<file path="config.mk">
export PLATFORM = sky130hd
export DESIGN_NAME = frame_skew_meter
export DESIGN_NICKNAME = d
export VERILOG_FILES = /design/src/rtl/fsk_pkg.sv /design/src/rtl/fsk_tap_sel.sv /design/src/rtl/fsk_start_qual.sv /design/src/rtl/fsk_span_cnt.sv /design/src/rtl/frame_skew_meter.sv
export SDC_FILE = /design/constraint.sdc
export NUM_CORES = 1
export LEC_CHECK = 0
export ABC_AREA = 0
export CAP_MARGIN = 5
export CELL_PAD_IN_SITES_DETAIL_PLACEMENT = 0
export CELL_PAD_IN_SITES_GLOBAL_PLACEMENT = 1
export CORE_UTILIZATION = 44
export CTS_CLUSTER_SIZE = 16
export DETAILED_ROUTE_END_ITERATION = 16
export DONT_BUFFER_PORTS = 1
export GPL_ROUTABILITY_DRIVEN = 0
export HOLD_SLACK_MARGIN = 0.1
export MAX_ROUTING_LAYER = met4
export PLACE_DENSITY = 0.77
export SLEW_MARGIN = 10
export SYNTH_ARGS = -nofsm -noshare
export SYNTH_HDL_FRONTEND = slang
export SYNTH_HIERARCHICAL = 1
export SYNTH_SLANG_ARGS = --single-unit
export TNS_END_PERCENT = 5
</file>
<file path="constraint.sdc">
create_clock -name clk -period 2.52 [get_ports clk]
set_input_delay 0.252 -clock clk [delete_from_list [all_inputs] [get_ports clk]]
set_output_delay 0.252 -clock clk [all_outputs]
set_load 0.05 [all_outputs]
</file>
<file path="src/rtl/fsk_pkg.sv">
package fsk_pkg;
  typedef enum logic [1:0] {
    ST_IDLE  = 2'd0,
    ST_ARMED = 2'd1,
    ST_MEAS  = 2'd2,
    ST_DONE  = 2'd3
  } fsk_state_e;
endpackage

</file>
<file path="src/rtl/fsk_tap_sel.sv">
// Picks one evaluation line and samples it on the falling clock edge.
module fsk_tap_sel #(
  parameter int unsigned NUM_IN = 24,
  parameter int unsigned SEL_W  = 5
) (
  input  logic              clk,
  input  logic              rst_n,
  input  logic [NUM_IN-1:0] eval_n,
  input  logic [SEL_W-1:0]  sel,
  output logic              tap_now,
  output logic              tap_fall
);
  logic [NUM_IN-1:0] hit;
  logic              sel_ok;

  assign sel_ok = (int'(sel) < NUM_IN);

  generate
    for (genvar gi = 0; gi < NUM_IN; gi++) begin : g_hit
      if (gi == 0) begin : g_zero
        assign hit[gi] = (int'(sel) == gi) || !sel_ok;
      end else begin : g_other
        assign hit[gi] = (int'(sel) == gi);
      end
    end
  endgenerate

  // Active-low: line reads low only if the hit line is low.
  assign tap_now = ~|(hit & ~eval_n);

  always_ff @(negedge clk or negedge rst_n) begin
    if (!rst_n) tap_fall <= 1'b1;
    else        tap_fall <= tap_now;
  end
endmodule

</file>
<file path="src/rtl/fsk_start_qual.sv">
// Qualifies the start edge: it needs low at two consecutive frame pulses.
module fsk_start_qual (
  input  logic clk,
  input  logic rst_n,
  input  logic start,
  input  logic fp,
  output logic launch
);
  logic start_q, low_mark, primed;
  logic start_q_n, low_mark_n, primed_n;

  always_comb begin
    start_q_n  = start;
    low_mark_n = low_mark;
    primed_n   = primed;
    if (start) begin
      low_mark_n = 1'b0;
      primed_n   = 1'b0;
    end else if (fp) begin
      low_mark_n = 1'b1;
      primed_n   = primed | low_mark;
    end
  end

  assign launch = start && !start_q && primed;

  always_ff @(posedge clk or negedge rst_n) begin
    if (!rst_n) begin
      start_q  <= 1'b0;
      low_mark <= 1'b0;
      primed   <= 1'b0;
    end else begin
      start_q  <= start_q_n;
      low_mark <= low_mark_n;
      primed   <= primed_n;
    end
  end
endmodule

</file>
<file path="src/rtl/fsk_span_cnt.sv">
// Counts clock cycles inside the window and captures the first low sample.
module fsk_span_cnt #(
  parameter int unsigned RES_W = 10
) (
  input  logic             clk,
  input  logic             rst_n,
  input  logic             open,
  input  logic             run,
  input  logic             close,
  input  logic             tap_now,
  input  logic             tap_fall,
  output logic [RES_W-1:0] final_val
);
  localparam int unsigned     W1   = RES_W + 1;
  localparam logic [RES_W-1:0] MAXV = '1;

  logic [RES_W-1:0] cyc, cyc_n;
  logic [RES_W-1:0] val, val_n;
  logic             found, found_n;
  logic [W1-1:0]    even_w, odd_w, cand_w;
  logic             cand_hit;
  logic [RES_W-1:0] cand_val;

  always_comb begin
    even_w   = {cyc, 1'b0};
    odd_w    = even_w - {{RES_W{1'b0}}, 1'b1};
    cand_hit = 1'b0;
    cand_w   = even_w;
    if (run && !found) begin
      if (!tap_fall) begin
        cand_hit = 1'b1;
        cand_w   = odd_w;
      end else if (!close && !tap_now) begin
        cand_hit = 1'b1;
        cand_w   = even_w;
      end
    end
    cand_val = (cand_w > {1'b0, MAXV}) ? MAXV : cand_w[RES_W-1:0];
  end

  always_comb begin
    cyc_n   = cyc;
    val_n   = val;
    found_n = found;
    if (open) begin
      cyc_n   = {{(RES_W-1){1'b0}}, 1'b1};
      found_n = !tap_now;
      val_n   = '0;
    end else if (run) begin
      if (cyc != MAXV) cyc_n = cyc + 1'b1;
      if (cand_hit) begin
        found_n = 1'b1;
        val_n   = cand_val;
      end
    end
  end

  assign final_val = found ? val : (cand_hit ? cand_val : MAXV);

  always_ff @(posedge clk or negedge rst_n) begin
    if (!rst_n) begin
      cyc   <= '0;
      val   <= '0;
      found <= 1'b0;
    end else begin
      cyc   <= cyc_n;
      val   <= val_n;
      found <= found_n;
    end
  end
endmodule

</file>
<file path="src/rtl/frame_skew_meter.sv">
module frame_skew_meter #(
  parameter int unsigned NUM_IN = 24,
  parameter int unsigned SEL_W  = $clog2(NUM_IN),
  parameter int unsigned RES_W  = 10
) (
  input  logic              clk,
  input  logic              rst_n,
  input  logic              ref_frame,
  input  logic [NUM_IN-1:0] eval_n,
  input  logic              meas_start,
  input  logic [SEL_W-1:0]  eval_sel,
  output logic [RES_W-1:0]  meas_result,
  output logic              meas_done
);
  import fsk_pkg::*;

  fsk_state_e       state, state_n;
  logic             done_n;
  logic [RES_W-1:0] result_n;
  logic             tap_now, tap_fall, launch;
  logic             open, run, close;
  logic [RES_W-1:0] final_val;

  fsk_tap_sel #(.NUM_IN(NUM_IN), .SEL_W(SEL_W)) u_tap (
    .clk(clk), .rst_n(rst_n), .eval_n(eval_n), .sel(eval_sel),
    .tap_now(tap_now), .tap_fall(tap_fall)
  );

  fsk_start_qual u_qual (
    .clk(clk), .rst_n(rst_n), .start(meas_start), .fp(ref_frame),
    .launch(launch)
  );

  assign open  = (state == ST_ARMED) && meas_start && ref_frame;
  assign run   = (state == ST_MEAS) && meas_start;
  assign close = run && ref_frame;

  fsk_span_cnt #(.RES_W(RES_W)) u_span (
    .clk(clk), .rst_n(rst_n), .open(open), .run(run), .close(close),
    .tap_now(tap_now), .tap_fall(tap_fall), .final_val(final_val)
  );

  always_comb begin
    state_n  = state;
    done_n   = meas_done;
    result_n = meas_result;
    unique case (state)
      ST_IDLE:  if (launch) state_n = ST_ARMED;
      ST_ARMED: begin
        if (!meas_start)    state_n = ST_IDLE;
        else if (ref_frame) state_n = ST_MEAS;
      end
      ST_MEAS: begin
        if (!meas_start) state_n = ST_IDLE;
        else if (close) begin
          state_n  = ST_DONE;
          done_n   = 1'b1;
          result_n = final_val;
        end
      end
      ST_DONE: begin
        if (!meas_start) begin
          state_n = ST_IDLE;
          done_n  = 1'b0;
        end
      end
      default: state_n = ST_IDLE;
    endcase
  end

  always_ff @(posedge clk or negedge rst_n) begin
    if (!rst_n) begin
      state       <= ST_IDLE;
      meas_done   <= 1'b0;
      meas_result <= '0;
    end else begin
      state       <= state_n;
      meas_done   <= done_n;
      meas_result <= result_n;
    end
  end
endmodule

</file>
==> results.toml, run 1 <==
[critical_path]
crit_arrival_ns = 3.47
regToRegSetupSlack_ns = -0.79
worst-path-buf-inv = 0
worstRegToRegCells = 6
criticalPathCategory = "reg -> reg"
critical_path.max_stage_delay_ns = 0.51
end_of_the_worst_register_to_register_path = "meas_result[6]"
cp.required_ns = 2.69
cp_slowest_cell = "sky130_fd_sc_hd__or4b_4"
critical_path.cell_chain = "or3b_4 -> or4b_4 -> xnor2_2 -> and2_4 -> a21oi_1 -> mux2_2"
cpLargestDelayFamily = "simple AND/OR/NAND/NOR gates"
timing.critical_path.from_type = "flip-flop"
crit_path_max_fanout = 4
endpoint_kind_of_the_worst_setup_timing_path = "flip-flop"
r2r_start = "u_tap/tap_fall"

[global_route]
antenna_found_initial = 0
overall_overflow_remaining_after_global_route = 0
grt_pass1_wl_um = 8920
grt_start_max_net_pins = 38
first_global_vias = 1836
globalRouteTotalUtil_pct = 19.6

[yosys]
synth_seq_area_share_pct = 39.5
synth.top_cells.by_count = "sky130_fd_sc_hd__dfrtp_1 (37), sky130_fd_sc_hd__inv_1 (19), sky130_fd_sc_hd__nor2_1 (19), sky130_fd_sc_hd__a21oi_1 (16), sky130_fd_sc_hd__nand2_1 (16)"
synth_top_flop_cell = "sky130_fd_sc_hd__dfrtp_1"
yosys.cell_count.top_type = "sky130_fd_sc_hd__dfrtp_1"
yosys_register_bits = 38
synth_warnings = 6
synthCells = 236
portion_of_synthesized_cell_area_occupied_by_the_leading_cell_type_pct = 38.4
synthesis.area_per_instance_um2 = 10.2
netlist_area_um2 = 2410
asyncSetResetFlopFracSynth_pct = 100
ys_top_cells_by_area = "sky130_fd_sc_hd__dfrtp_1 (38%), sky130_fd_sc_hd__mux2_4 (5.0%), sky130_fd_sc_hd__a211oi_2 (3.6%)"
synth_top_cell_by_area = "sky130_fd_sc_hd__dfrtp_1"
unique_cell_type_count_in_the_yosys_netlist = 59
synth-edff-count = 0
total_nets_after_synthesis = 271

[sta]
final.setup.tns_ns = -10.10
rsz0062_at_grt = "yes"
hold_slack_ns = 0.105
finalHoldViolations = 0
setup_viol_count_final = 19
worstMarginPinSlew_ns = 0.618
clock-skew-final_ns = 0.0612
post-route-worst-setup-slack_ns = -0.786
finalMaxSlewViolations = 0
max_slew_headroom_at_the_worst_pin_pct = 58.5

[die]
rows = 26
floorplan.die.height_um = 76.0
die_w_um = 76.0
initial_core_util_pct = 46.3
die-area_um2 = 5780
core_region_area_um2 = 5200
num_io_pins = 44

[clocking]
cts.path.max_buffers = 2
cts_buf_count = 5
cts_tree = "done"
postCtsSetupRepairBufs = 0
cts.sink_count = 38
cts.reportedPaths.clkPinSlew_ns = 0.07
clk-insertion-delay-late_ns = 0.34
clk_root_buffer_cell = "sky130_fd_sc_hd__clkbuf_8"
cts_htree_levels = 2

[layout]
area_growth_syn_to_layout_pct = 17.5
final_cell_area_um2 = 2840
n_antenna_cell = 0
num-nets-final = 294
multi_input_comb_area_um2 = 1370
filler_cell_count = 481
final_layout_size_suffix_gt1_share_pct = 31.5
ff_latch_area_um2 = 952

[worst_hold_path]
worst_hold_startpoint = "meas_start"
timing.hold.worst.class = "in -> reg"
hold_end = "state[1]"
whs_path_depth = 1

[placed_design]
portBuffers = 0
worst_setup_timing_slack_at_the_placement_stage_ns = -0.833
placed_area_um2 = 2600
post-dp-hpwl_um = 3480

[drt]
drc = 0
num_vias = 1808
detailedRoute.firstPassIterationCount = 6
routed_via_density = 5.48
first_iter_violations = 87
antenna_violating_nets_post_route = 0
totalWireLength_um = 5050
route.detailed.wl_per_inst_um = 15.3

[outcome]
failing_checks = "setup timing"
status = "finished with violations"

[pwr]
internal_power_uw = 1370
cellPowerDensity_nw_per_um2 = 775
p_clk_share_pct = 23.3
power.share.sequential_pct = 47.0
net-switching-power_uw = 824
power.ir.vdd_worst_v = 0.000332
p_leak_uw = 0.00127
power.share.switching_pct = 37.5
combinationalPowerShare_pct = 29.7

[job]
maxCapViolations = 0
-- power groups by stage --
| stage | clock [uW] | combinational [uW] | sequential (uW) |
|---|---|---|---|
| 2_1_floorplan | 4.97 | 502 | 1020 |
| 3_3_place_gp | 4.97 | 597 | 1040 |
| 3_5_place_dp | 4.97 | 603 | 1050 |
| 4_1_cts | 528 | 647 | 1040 |
| 5_1_grt | 557 | 728 | 1060 |
| 6_report | 513 | 652 | 1030 |
-- placed cells by master, fill, tap and decap left out, types with 3 or more instances in the layout --
| master | instances |
|---|---|
| sky130_fd_sc_hd__a211oi_1 | 3 |
| sky130_fd_sc_hd__a211oi_2 | 7 |
| sky130_fd_sc_hd__a21oi_1 | 16 |
| sky130_fd_sc_hd__and2_4 | 4 |
| sky130_fd_sc_hd__and3_4 | 3 |
| sky130_fd_sc_hd__buf_4 | 22 |
| sky130_fd_sc_hd__clkbuf_8 | 5 |
| sky130_fd_sc_hd__dfrtp_1 | 37 |
| sky130_fd_sc_hd__dlygate4sd3_1 | 4 |
| sky130_fd_sc_hd__inv_1 | 19 |
| sky130_fd_sc_hd__mux2_2 | 4 |
| sky130_fd_sc_hd__mux2_4 | 8 |
| sky130_fd_sc_hd__mux2i_1 | 5 |
| sky130_fd_sc_hd__mux4_2 | 3 |
| sky130_fd_sc_hd__nand2_1 | 16 |
| sky130_fd_sc_hd__nand3_1 | 5 |
| sky130_fd_sc_hd__nand4_1 | 4 |
| sky130_fd_sc_hd__nor2_1 | 19 |
| sky130_fd_sc_hd__nor2b_1 | 5 |
| sky130_fd_sc_hd__nor3_1 | 5 |
| sky130_fd_sc_hd__o21ai_1 | 3 |
| sky130_fd_sc_hd__xnor2_1 | 5 |
| sky130_fd_sc_hd__xor2_1 | 5 |
-- worst max-delay path by stage --
stage | end | from | slack (ns) | depth (start not counted)
floorplan | meas_result[1] | u_tap/tap_fall | -0.83 | 7
global placement | meas_result[6] | u_tap/tap_fall | -0.77 | 6
detailed placement | meas_result[1] | u_tap/tap_fall | -0.83 | 7
CTS | meas_result[6] | u_tap/tap_fall | -0.76 | 6
global route | meas_result[6] | u_tap/tap_fall | -0.84 | 6
finish | meas_result[6] | u_tap/tap_fall | -0.79 | 6
-- metal layers --
metal	part of all wire (%)	track usage (%)	vias to the layer above
li1	-	-	889
met1	49	26.0	883
met2	47	31.2	34
met3	3.2	3.71	2
met4	0.42	4.62	0
met5	0	-	-
-- final cells by class --
type | instances | area share (%)
Timing Repair Buffer | 28 | 8.65
Inverter | 18 | 2.38
Tap cell | 70 | 3.09
Clock inverter | 2 | 1.19
Multi-Input combinational cell | 167 | 48.4
Sequential cell | 38 | 33.6
Clock buffer | 7 | 2.69
-- cell families (layout without fill, tap and decap cells) --
logic type                 count (synthesis)  in the layout  synth area share, %
DFF                                       38             38                 39.5
xor gates and xnor gates                  11             11                 3.99
AOI/OAI and AO/OA                         47             47                 15.7
and+or+nand+nor                           87             87                 21.6
adders and majority gates                  2              2                 1.04
buffers and inverters                     31             55                 6.48
muxes                                     20             20                 11.7
-- sequential cells by signal (all words and copies together), names as in the netlist --
register         cells
meas_result         10
u_span/cyc          10
u_span/val          10
state                2
meas_done            1
u_qual/low_mark      1
u_qual/primed        1
u_qual/start_q       1
u_span/found         1
u_tap/tap_fall       1
-- repair_timing --
| item | 4_1_cts | 5_1_grt |
|---|---|---|
| hold endpoints to repair | 41 | 1 |
| setup endpoints to repair | 19 | 20 |
| pin swaps | 14 | 3 |
| resized for setup | 15 | 3 |
| hold buffers | 4 | 1 |
-- metrics by stage --
stage                     util, %  instances  power, uW
after global placement       50.0        317       1640
after detailed placement     50.0        317       1660
final                        54.5        330       2200
after floorplan                 -        236       1530
after global routing         54.5        330       2340
after CTS                    53.9        329       2210
-- worst register-to-register path: stages, from the launching register on --
cell and delay, ns:
sky130_fd_sc_hd__dfstp_2 0.36, sky130_fd_sc_hd__or3b_4 0.40, sky130_fd_sc_hd__or4b_4 0.51, sky130_fd_sc_hd__xnor2_2 0.15
sky130_fd_sc_hd__and2_4 0.16, sky130_fd_sc_hd__a21oi_1 0.04, sky130_fd_sc_hd__mux2_2 0.26
No activity file was read; power rests on OpenSTA's default activity.
==> inputs of run 2 (changes only) <==
REMOVE_ABC_BUFFERS = 1   (was default)
==> run 2 against run 1 <==
  * Critical endpoint unchanged
  * Sequential share of layout area is 0.25 points higher
  * Clock skew is 0.0020 ns lower
  * Utilization down 0.41 points
  * Clock power shrank 23%
  * Largest power group unchanged
  * Critical path type unchanged
  * The flow still finishes with violations (setup timing)
==> results.toml, run 2 (synthesis results as in run 1) <==
[drt]
num_vias = 1779
route.detailed.wl_per_inst_um = 15.2
drc = 0
antenna_violating_nets_post_route = 0
met1Wirelength_um = 2430
met3_wirelength_um = 176
totalWireLength_um = 5000
routed_via_density = 5.39
detailedRoute.firstPassIterationCount = 4
top_signal_layer_used = "met4"
route.met2.wl_um = 2340
first_iter_violations = 71

[global_route]
antenna_found_initial = 0
grt_start_max_net_pins = 38
overall_overflow_remaining_after_global_route = 0
grt_pass1_wl_um = 8740
first_global_vias = 1831
globalRouteTotalUtil_pct = 19.5

[sta]
setup_viol_count_final = 19
max_slew_headroom_at_the_worst_pin_pct = 64.7
clock-skew-final_ns = 0.0593
finalHoldViolations = 0
rsz0062_at_grt = "yes"
finalMaxSlewViolations = 0
final.setup.tns_ns = -10.25
worstMarginPinSlew_ns = 0.529
post-route-worst-setup-slack_ns = -0.772

[clocking]
cts.path.max_buffers = 2
cts_htree_levels = 2
cts_tree = "done"
clk-insertion-delay-late_ns = 0.34
postCtsSetupRepairBufs = 0
cts.reportedPaths.clkPinSlew_ns = 0.07
clk_root_buffer_cell = "sky130_fd_sc_hd__clkbuf_8"
cts.sink_count = 38
cts_buf_count = 5

[die]
floorplan.die.height_um = 76.0
die-area_um2 = 5780
die_w_um = 76.0
num_io_pins = 44
initial_core_util_pct = 46.3
core_region_area_um2 = 5200
rows = 26

[critical_path]
crit_arrival_ns = 3.47
endpoint_kind_of_the_worst_setup_timing_path = "flip-flop"
cp.required_ns = 2.70
crit_path_max_fanout = 4
cpLargestDelayFamily = "simple AND/OR/NAND/NOR gates"
critical_path.cell_chain = "or3b_4 -> or4b_4 -> xnor2_2 -> and2_4 -> a21oi_1 -> mux2_2"
timing.critical_path.from_type = "flip-flop"
cp_slowest_cell = "sky130_fd_sc_hd__or4b_4"
worst-path-buf-inv = 0
criticalPathCategory = "reg -> reg"
critical_path.max_stage_delay_ns = 0.54
regToRegSetupSlack_ns = -0.77

[layout]
area_growth_syn_to_layout_pct = 16.6
n_antenna_cell = 0
most-common-layout-cells = "sky130_fd_sc_hd__dfrtp_1 (37), sky130_fd_sc_hd__buf_4 (25), sky130_fd_sc_hd__inv_1 (19), sky130_fd_sc_hd__nor2_1 (19)"
num-nets-final = 295
mostFrequentLayoutCell = "sky130_fd_sc_hd__dfrtp_1"
final_layout_size_suffix_gt1_share_pct = 32.7
final_cell_area_um2 = 2810
layout_top_registers = "meas_result x10, u_span/cyc x10, u_span/val x10"

[pwr]
p_leak_uw = 0.00127
power.ir.vdd_worst_v = 0.000328
cellPowerDensity_nw_per_um2 = 739

[worst_hold_path]
timing.hold.worst.class = "in -> reg"

[placed_design]
post-dp-hpwl_um = 3510
placed_area_um2 = 2620
portBuffers = 0

[outcome]
failing_checks = "setup timing"
status = "finished with violations"

[job]
maxCapViolations = 0
==> run 2: cell count changes in the layout (fill, tap and decap cells not counted) <==
| cell | before | now |
|---|---|---|
| sky130_fd_sc_hd__and3_4 | 3 | 2 |
| sky130_fd_sc_hd__o31ai_2 | 0 | 1 |
| sky130_fd_sc_hd__bufinv_16 | 1 | 0 |
| sky130_fd_sc_hd__dlygate4sd3_1 | 4 | 2 |
| sky130_fd_sc_hd__and3_1 | 2 | 3 |
| sky130_fd_sc_hd__buf_4 | 22 | 25 |
| sky130_fd_sc_hd__a311oi_1 | 2 | 1 |
| sky130_fd_sc_hd__o31ai_1 | 2 | 1 |
| sky130_fd_sc_hd__a311oi_2 | 0 | 1 |
==> run 2: final timing paths <==
| path | startpoint | end | cells after the start |
|---|---|---|---|
| max | u_tap/tap_fall | meas_result[6] | 6 |
| min | ref_frame | u_qual/low_mark | 2 |
| max reg2reg | u_tap/tap_fall | meas_result[6] | 6 |
| min reg2reg | u_qual/primed | u_qual/primed | 2 |
| max in group asynchronous | rst_n | u_tap/tap_fall | 0 |
| min in group asynchronous | rst_n | u_span/val[9] | 2 |
==> run 2: routing by layer <==
layer	vias up	global-route usage (%)
li1	892	-
met4	0	7.12
met3	4	3.71
met2	40	31.0
met1	843	25.0
met5	-	-
==> run 2: final cells by class <==
type / instances / area (um^2)
Clock buffer: 7 / 76.3
Inverter: 18 / 67.6
Timing Repair Buffer: 29 / 248
Multi-Input combinational cell: 167 / 1380
Fill cell: 488 / 2390
Sequential cell: 38 / 952
Tap cell: 70 / 87.6
Clock inverter: 1 / 3.75
==> run 2: worst reg2reg max path, delay by kind of cell, from the launching register on <==
kind / cells / cell delay, ns
AND/OR/NAND/NOR: 3 / 1.10
XOR/XNOR: 1 / 0.12
flip-flops: 1 / 0.36
AO/OA/AOI/OAI: 1 / 0.04
multiplexers: 1 / 0.25
==> run 2: timing repair <==
action                                  4_1_cts  5_1_grt
hold buffers                                  3        0
hold endpoints to repair                     43        0
pin swaps                                    11        3
gates resized for setup                      14        5
gates cloned                                  0        0
endpoints found under the setup margin       19       20
==> run 2: where the power goes <==
group	internal, uW	switching (uW)	total (uW)
Sequential	759	275	1030
Combinational	318	332	649
Clock	193	204	396
Total	1270	811	2080
==> run 2: through the flow <==
stage | hold slack, ns | util (%) | instances | power [uW] | setup WS (ns)
floorplan | -0.0436 | - | 224 | 1490 | -0.832
global placement | -0.0428 | 50.4 | 320 | 1640 | -0.822
detailed placement | -0.0427 | 50.4 | 320 | 1660 | -0.860
CTS | 0.105 | 53.5 | 330 | 2090 | -0.789
global route | 0.122 | 54.1 | 330 | 2220 | -0.823
finish | 0.112 | 54.1 | 330 | 2080 | -0.772
